**src/rtl/wdog_pkg.sv**
```systemverilog
package wdog_pkg;
   localparam int unsigned REG_AW = 2;
   localparam logic [REG_AW-1:0] ADDR_CTRL  = 2'd0;
   localparam logic [REG_AW-1:0] ADDR_KICK  = 2'd1;
   localparam logic [REG_AW-1:0] ADDR_START = 2'd2;
   localparam int unsigned CTRL_DIV_BIT = 7;
   localparam int unsigned CTRL_RST_BIT = 6;
endpackage

```
**src/rtl/wdog_prescaler.sv**
```systemverilog
module wdog_prescaler #(
   parameter int unsigned DIV_LO = 16,
   parameter int unsigned DIV_HI = 128
) (
   input  logic clk,
   input  logic rst_n,
   input  logic run,
   input  logic sel_hi,
   output logic tick
);
   localparam int unsigned PW = $clog2(DIV_HI);
   localparam bit POW2 = ((DIV_LO & (DIV_LO - 1)) == 0) && ((DIV_HI & (DIV_HI - 1)) == 0);
   localparam logic [PW-1:0] LAST_LO = PW'(DIV_LO - 1);
   localparam logic [PW-1:0] LAST_HI = PW'(DIV_HI - 1);

   logic [PW-1:0] pcnt;
   logic [PW-1:0] last;
   assign last = sel_hi ? LAST_HI : LAST_LO;

   generate
      if (POW2) begin : g_pow2
         // free-running binary counter; ratio is a mask on its low bits
         always_ff @(posedge clk) begin
            if (!rst_n)   pcnt <= '0;
            else if (run) pcnt <= pcnt + PW'(1);
         end
         assign tick = run && ((pcnt & last) == last);
      end else begin : g_mod
         logic wrap;
         assign wrap = (pcnt >= last);
         always_ff @(posedge clk) begin
            if (!rst_n)   pcnt <= '0;
            else if (run) pcnt <= wrap ? '0 : pcnt + PW'(1);
         end
         assign tick = run && wrap;
      end
   endgenerate
endmodule

```
**src/rtl/wdog_kick_det.sv**
```systemverilog
module wdog_kick_det #(
   parameter int unsigned DW = 8
) (
   input  logic          clk,
   input  logic          rst_n,
   input  logic          kick_wr,
   input  logic [DW-1:0] data,
   output logic          kick
);
   localparam logic [DW-1:0] ARM_VAL  = '0;
   localparam logic [DW-1:0] FIRE_VAL = '1;

   logic armed;

   assign kick = kick_wr && armed && (data == FIRE_VAL);

   always_ff @(posedge clk) begin
      if (!rst_n)       armed <= 1'b0;
      else if (kick_wr) armed <= (data == ARM_VAL);
   end
endmodule

```
**src/rtl/wdog_downcount.sv**
```systemverilog
module wdog_downcount #(
   parameter int unsigned CNT_W = 15
) (
   input  logic             clk,
   input  logic             rst_n,
   input  logic             tick,
   input  logic             reload,
   output logic [CNT_W-1:0] cnt,
   output logic             uflow
);
   localparam logic [CNT_W-1:0] FULL = '1;

   assign uflow = tick && !reload && (cnt == '0);

   always_ff @(posedge clk) begin
      if (!rst_n)               cnt <= FULL;
      else if (reload || uflow) cnt <= FULL;
      else if (tick)            cnt <= cnt - CNT_W'(1);
   end
endmodule

```
**src/rtl/wdog_timer.sv**
```systemverilog
module wdog_timer
   import wdog_pkg::*;
#(
   parameter int unsigned CNT_W  = 15,
   parameter int unsigned DIV_LO = 16,
   parameter int unsigned DIV_HI = 128,
   parameter int unsigned DW     = 8
) (
   input  logic              clk,
   input  logic              rst_n,
   input  logic              cfg_hold_start,
   input  logic              sleep,
   input  logic              wr_en,
   input  logic [REG_AW-1:0] wr_addr,
   input  logic [DW-1:0]     wr_data,
   output logic              wdt_irq,
   output logic              wdt_rst_req
);
   generate
      if (CNT_W < 2) begin : g_bad_width
         $error("wdog_timer: CNT_W must be at least 2");
      end
      if (DIV_LO < 2 || DIV_HI <= DIV_LO) begin : g_bad_div
         $error("wdog_timer: need 2 <= DIV_LO < DIV_HI");
      end
      if (DW <= CTRL_DIV_BIT) begin : g_bad_dw
         $error("wdog_timer: DW too narrow for control fields");
      end
   endgenerate

   logic run_q, div_hi_q, rst_mode_q, irq_q, rst_req_q;
   logic active, tick, kick, uflow;
   logic wr_ctrl, wr_kick, wr_start;
   logic [CNT_W-1:0] cnt;

   assign wr_ctrl  = wr_en && (wr_addr == ADDR_CTRL);
   assign wr_kick  = wr_en && (wr_addr == ADDR_KICK);
   assign wr_start = wr_en && (wr_addr == ADDR_START);
   assign active   = run_q && !sleep;

   wdog_prescaler #(.DIV_LO(DIV_LO), .DIV_HI(DIV_HI)) u_pre (
      .clk(clk), .rst_n(rst_n), .run(active), .sel_hi(div_hi_q), .tick(tick)
   );

   wdog_kick_det #(.DW(DW)) u_kick (
      .clk(clk), .rst_n(rst_n), .kick_wr(wr_kick), .data(wr_data), .kick(kick)
   );

   wdog_downcount #(.CNT_W(CNT_W)) u_cnt (
      .clk(clk), .rst_n(rst_n), .tick(tick), .reload(kick), .cnt(cnt), .uflow(uflow)
   );

   always_ff @(posedge clk) begin
      if (!rst_n) begin
         run_q      <= !cfg_hold_start;
         div_hi_q   <= 1'b0;
         rst_mode_q <= 1'b0;
         irq_q      <= 1'b0;
         rst_req_q  <= 1'b0;
      end else begin
         if (wr_start) run_q <= 1'b1;
         if (wr_ctrl) begin
            div_hi_q   <= wr_data[CTRL_DIV_BIT];
            rst_mode_q <= wr_data[CTRL_RST_BIT];
         end
         irq_q <= uflow && !rst_mode_q;
         if (uflow && rst_mode_q) rst_req_q <= 1'b1;
      end
   end

   assign wdt_irq     = irq_q;
   assign wdt_rst_req = rst_req_q;
endmodule

```
**config.mk**
```make
export PLATFORM = sky130hd
export DESIGN_NAME = wdog_timer
export DESIGN_NICKNAME = d
export VERILOG_FILES = /design/src/rtl/wdog_pkg.sv /design/src/rtl/wdog_prescaler.sv /design/src/rtl/wdog_kick_det.sv /design/src/rtl/wdog_downcount.sv /design/src/rtl/wdog_timer.sv
export SDC_FILE = /design/constraint.sdc
export NUM_CORES = 1
export LEC_CHECK = 0
export ABC_CLOCK_PERIOD_IN_PS = 2550
export BUFFER_PORTS_ARGS = -buffer_cell sky130_fd_sc_hd__buf_4
export CAP_MARGIN = 0
export CORE_AREA = 2 2 79 81
export CTS_CLUSTER_SIZE = 40
export DETAILED_ROUTE_END_ITERATION = 12
export DIE_AREA = 0 0 81 83
export SYNTH_ARGS = -nofsm -noshare
export SYNTH_HDL_FRONTEND = slang
export SYNTH_SLANG_ARGS = --single-unit
export TNS_END_PERCENT = 100
```
**constraint.sdc**
```tcl
create_clock -name clk -period 2.55 [get_ports clk]
set_clock_uncertainty 0.1 [all_clocks]
set_input_delay 0.1275 -clock clk [delete_from_list [all_inputs] [get_ports clk]]
set_output_delay 0.1275 -clock clk [all_outputs]
set_load 0.005 [all_outputs]
```
### Word-level counts from Yosys, hierarchy flattened

Index checks and enable logic that the tools add are counted.

| storage, ports and cells | value |
|---|---|
| register bits after elaboration | 28 |
| input port bits | 15 |

| operators by class | value |
|---|---|
| eq/ne operators | 5 |
| bitwise operators | 2 |
| muxes and demuxes | 3 |
| add/sub/neg operators | 2 |
| reduce and logical (&&, ||, !) cells | 20 |

Operators by type and width:

| operator | number |
|---|---|
| logical NOT 15 bit | 1 |
| subtractor 15 x 1 -> 15 bit, second input constant | 1 |
| logical AND 1 bit | 11 |
| == test 8 bit, second input constant | 1 |
| logical NOT 8 bit | 1 |
| adder 7 x 1 -> 7 bit, second input constant | 1 |
| AND 7 bit | 1 |
| == test 7 bit | 1 |
| two-way mux 7 bit | 1 |
| logical NOT 1 bit | 4 |
| == test 2 x 1 -> 1 bit, second input constant | 1 |
| == test 2 bit, second input constant | 1 |
| logical NOT 2 bit | 1 |
| two-way mux 1 bit | 2 |
| inequality test 2 x 1 -> 1 bit, second input constant | 1 |
| OR reduction 2 bit | 1 |
| logical OR 1 bit | 1 |
| inverter 1 bit | 1 |

### Longest topological paths before layout

| logic depth | value |
|---|---|
| depth in word-level cells | 9 |
| depth in mapped cells | 7 |
| depth with buffers taken out | 5 |

### Hierarchy

From an unflattened synthesis, not the netlist that was laid out.

| second synthesis, totals | value |
|---|---|
| cell total of the unflattened synthesis | 135 |
| area total of the unflattened synthesis | 1333.8 µm² |

Modules (own cells, without submodules):

| module | seq. area each (µm²) | times used | area an instance (µm²) | cells an instance |
|---|---|---|---|---|
| wdog_downcount | 300.3 | 1 | 719.4 | 74 |
| wdog_prescaler | 140.1 | 1 | 312.8 | 31 |
| wdog_timer | 110.1 | 1 | 216.5 | 21 |
| wdog_kick_det | 20.0 | 1 | 85.1 | 9 |

### Worst setup path before layout

Ideal clock, no wire load.

| timing | value |
|---|---|
| kind | register to register |
| start | register u_cnt.cnt[7] |
| end | register u_cnt.cnt[6] |
| path slack | 690 ps |
| setup time | 74 ps |
| arrival time | 1685 ps |
| required time | 2376 ps |
| stages on the path, launching flop included | 6 |
| clock period less this slack | 1860 ps |
| path through | dfxtp_1 -> or4_4 -> a2111oi_4 -> a31oi_2 -> buf_6 -> o21ai_0 |

| on the way | value |
|---|---|
| longest elaborated chain between the ends | 4 |

Ends and longest elaborated chain:

| element | RTL line | RTL |
|---|---|---|
| from (decl) | wdog_downcount.sv:8 | `output logic [CNT_W-1:0] cnt,` |
| from (signal assigned) | wdog_downcount.sv:18 | `else if (tick) cnt <= cnt - CNT_W'(1);` |
| logical NOT 15 bit | wdog_downcount.sv:13 | `assign uflow = tick && !reload && (cnt == '0);` |
| logical AND 1 bit | wdog_downcount.sv:13 |  |
| logical OR 1 bit | wdog_downcount.sv:17 | `else if (reload \|\| uflow) cnt <= FULL;` |
| OR reduction 2 bit (no line) | n/a |  |

No other way between the ends.
A chain may end at the register's enable or synchronous reset.

### Worst setup path after layout

| timing | value |
|---|---|
| start | register u_cnt.cnt[7] |
| end | register u_cnt.cnt[1] |

The elaborated chain is that of the path after synthesis.

==> summary.txt <==
Clock network
  – H-tree depth: 1
  – Maximum buffer depth of the clock tree: 2
  – Hold buffer count at CTS: 0
  – Worst-skew pair later-pin latency: between 0.2 and 0.3 ns
  – Root Driver: clkbuf_8
  – CTS buffer count: 3
  – TritonCTS clock tree: yes
  – Clk sinks: 28
  – Clk slew on worst S/H paths: roughly 0.090 ns
  – Post-CTS sizing: 0
  – Post-CTS setup repair buffer count: 0

Synthesis
  – Synth unique cells: between 40 and 50
  – Post-synth EDFFs: 1
  – Seq/Total Area, Yosys: ~40%
  – Synth Register Bits: 28
  – Mean post-synth cell area: around 9.1 um2
  – Cell Area, Synth: 0.00142 mm2
  – Cells after synthesis: between 150 and 200
  – Most common flop cell mapped by yosys: dfxtp_1
  – Async S/R FF share, synth: 0%
  – Synthesized net count: roughly 170
  – Yosys warnings: 0

Worst setup path
  – Critical Path Fanout Max: 14
  – CP arrival: ~2.2 ns
  – WS Path Type: reg2reg
  – Crit path max-delay cell type: or4_4
  – Critical Path Max Stage Delay: ~0.58 ns
  – Crit path cell chain: or4_4 -> a2111oi_4 -> a31oi_2 -> o211ai_1
  – Critical Path RT: roughly 2.7 ns
  – Crit. End Element: flip-flop
  – Worst setup SP type: flip-flop

Power and ir drop
  – Pwr/cell area: ~460 mW/mm2
  – Peak supply drop: approximately 0.18 mV
  – Static Leak: a little under 0.6 nW

Timing
  – Tightest Pin Transition: roughly 0.66 ns
  – Endpoints failing setup: 0
  – Fmax: 0.475 GHz
  – Final Max Tran Viols: 0
  – Final period util: around 83%
  – Slew headroom: a little under three fifths
  – Setup TNS: 0 ns
  – RSZ-0062 raised after global routing: no
  – Min cycle time layout: 2.11 ns
  – Final Hold Fails: 0
  – WHS: between 0.015 and 0.02 ns

Detailed routing
  – Post-DRT Antenna Nets: 0
  – Routed wire length per instance: 11.8 um
  – Post-Route WL: between 2000 and 3000 um
  – DRC errors left: 0
  – Initial DRC Count: 42
  – DRT Pass-1 Iters: 4
  – Vias per inst: 4.77
  – Vias: between 1,000 and 1,500

Finish
  – Layout area overhead: 18.4%
  – Fin nets: 193
  – Multi-input gate area: between 800 and 900 um2
  – Antenna cells: 0
  – # fillers: roughly 640
  – Share of layout cells above drive strength 1: 14.9%
  – Register Area: between 500 and 600 um2

Global route
  – Global route overflow: 0
  – GRT Total Usage: approximately a tenth
  – Largest net degree at the start of global routing: 16
  – Vias in the first global route: 1,121
  – First-pass GRT wire length: roughly 5100 um
  – Initial antenna violation count: 0

Floorplan
  – Die X: about 81 um
  – I/O Pins: 17
  – Core region area: around 0.0058 mm2
  – Number of cell rows: 28
  – Starting Density: 24.4%
  – DIE HEIGHT: slightly above 80 um
  – Die area: 0.00672 mm2

Run
  – Max Cap Violations: 0

Placement
  – Hpwl dp: between 2000 and 2500 um
  – Port bufs: 16
  – GPL Wtd Cong: a little over 0.7

Min path
  – Worst min path class: in2reg

Outcome
  – Status: finished, final reports clean
per-stage QoR:
step                      utilization, %  instance area (um2)  power, W  cells  setup slack, ns
after floorplan                        -                 1420  0.000483    156            0.690
after global placement              28.0                 1630  0.000509    245            0.517
after detailed placement            28.0                 1630  0.000509    245            0.448
after CTS                           28.9                 1680  0.000778    249            0.433
after global routing                28.9                 1680  0.000804    249            0.245
final                               28.9                 1680  0.000773    249            0.443
layout by cell type (no fill, tap or decap), types with 4 or more instances in the layout:
cell type   n
dfxtp_1    27
buf_4      18
nand2_1    13
o21ai_0    10
nand3_1     7
xnor2_1     7
and2_1      7
nor2b_1     5
and3_1      5
and4_1      5
nor2_1      5
nand2b_1    5
nor3_1      4
a31oi_1     4
nand4_1     4
nor4_1      4
clkbuf_8    4
critical path: cells and delay by family (launching register included):
family | cells | cell delay [ns]
AO/OA/AOI/OAI | 3 | 0.98
AND/OR/NAND/NOR | 1 | 0.58
flip-flops | 1 | 0.37
power by group:
part           total [W]  internal (W)  switching, W  leakage (nW)
Clock           0.000275      0.000138      0.000137        0.0288
Sequential      0.000450      0.000445    0.00000456         0.228
Combinational  0.0000489     0.0000260     0.0000229         0.335
Total           0.000773      0.000609      0.000164         0.592
path summary, 6_finish.rpt:
kind	end	slack [ns]	cells past startpoint	from
max	u_cnt.cnt[1]	0.44	4	u_cnt.cnt[7]
min reg2reg	wdt_irq	0.37	1	rst_mode_q
max reg2reg	u_cnt.cnt[1]	0.44	4	u_cnt.cnt[7]
min	run_q	0.02	2	cfg_hold_start
layer usage:
metal	track usage (%)	wire length (um)
met1	12.9	1430
met3	1.63	63
met2	14.4	1400
met5	0	0
met4	4.31	53
synthesized netlist by cell type, types with 2 or more instances:
cell type / count / area share, %
nand4_1: 4 / 1.8
or3_1: 2 / 0.88
and2_1: 7 / 3.1
inv_1: 3 / 0.79
nor2_1: 5 / 1.3
xnor2_1: 7 / 4.3
nand2_1: 13 / 3.4
nor4_1: 4 / 1.8
nor3_1: 4 / 1.4
and4_1: 5 / 3.1
o31ai_1: 3 / 1.6
or4_1: 2 / 1.1
a21oi_1: 3 / 1.1
nand2b_1: 5 / 2.2
o211ai_1: 2 / 1.1
nor2b_1: 5 / 2.2
nand3_1: 7 / 2.5
a31oi_1: 4 / 1.8
clkbuf_1: 3 / 0.79
nand3b_1: 3 / 1.6
dfxtp_1: 27 / 38
ha_1: 3 / 2.6
o21ai_0: 10 / 3.5
and3_1: 5 / 2.2
logic make-up after synthesis:
family	after synthesis	share of synthesized area, %
compound gates	33	17.3
fa+ha+maj	3	2.64
mux	1	0.704
buf+inv	7	2.38
simple gates	76	31.9
xor+xnor	8	4.93
flops	28	40.1
cell type report:
type | instances | share of cell area (%)
tap | 75 | 5.58
sequential | 28 | 33.9
timing repair buffer | 18 | 8.03
multi-input combinational | 121 | 48.6
inverter | 3 | 0.669
clock buffer | 4 | 3.27
registers in the layout, indices dropped and copies added (netlist names):
signal        count
u_cnt.cnt        15
wdt_rst_req       1
u_pre.pcnt        7
wdt_irq           1
run_q             1
div_hi_q          1
u_kick.armed      1
rst_mode_q        1
Note: power is estimated with default switching activity, not from simulation.
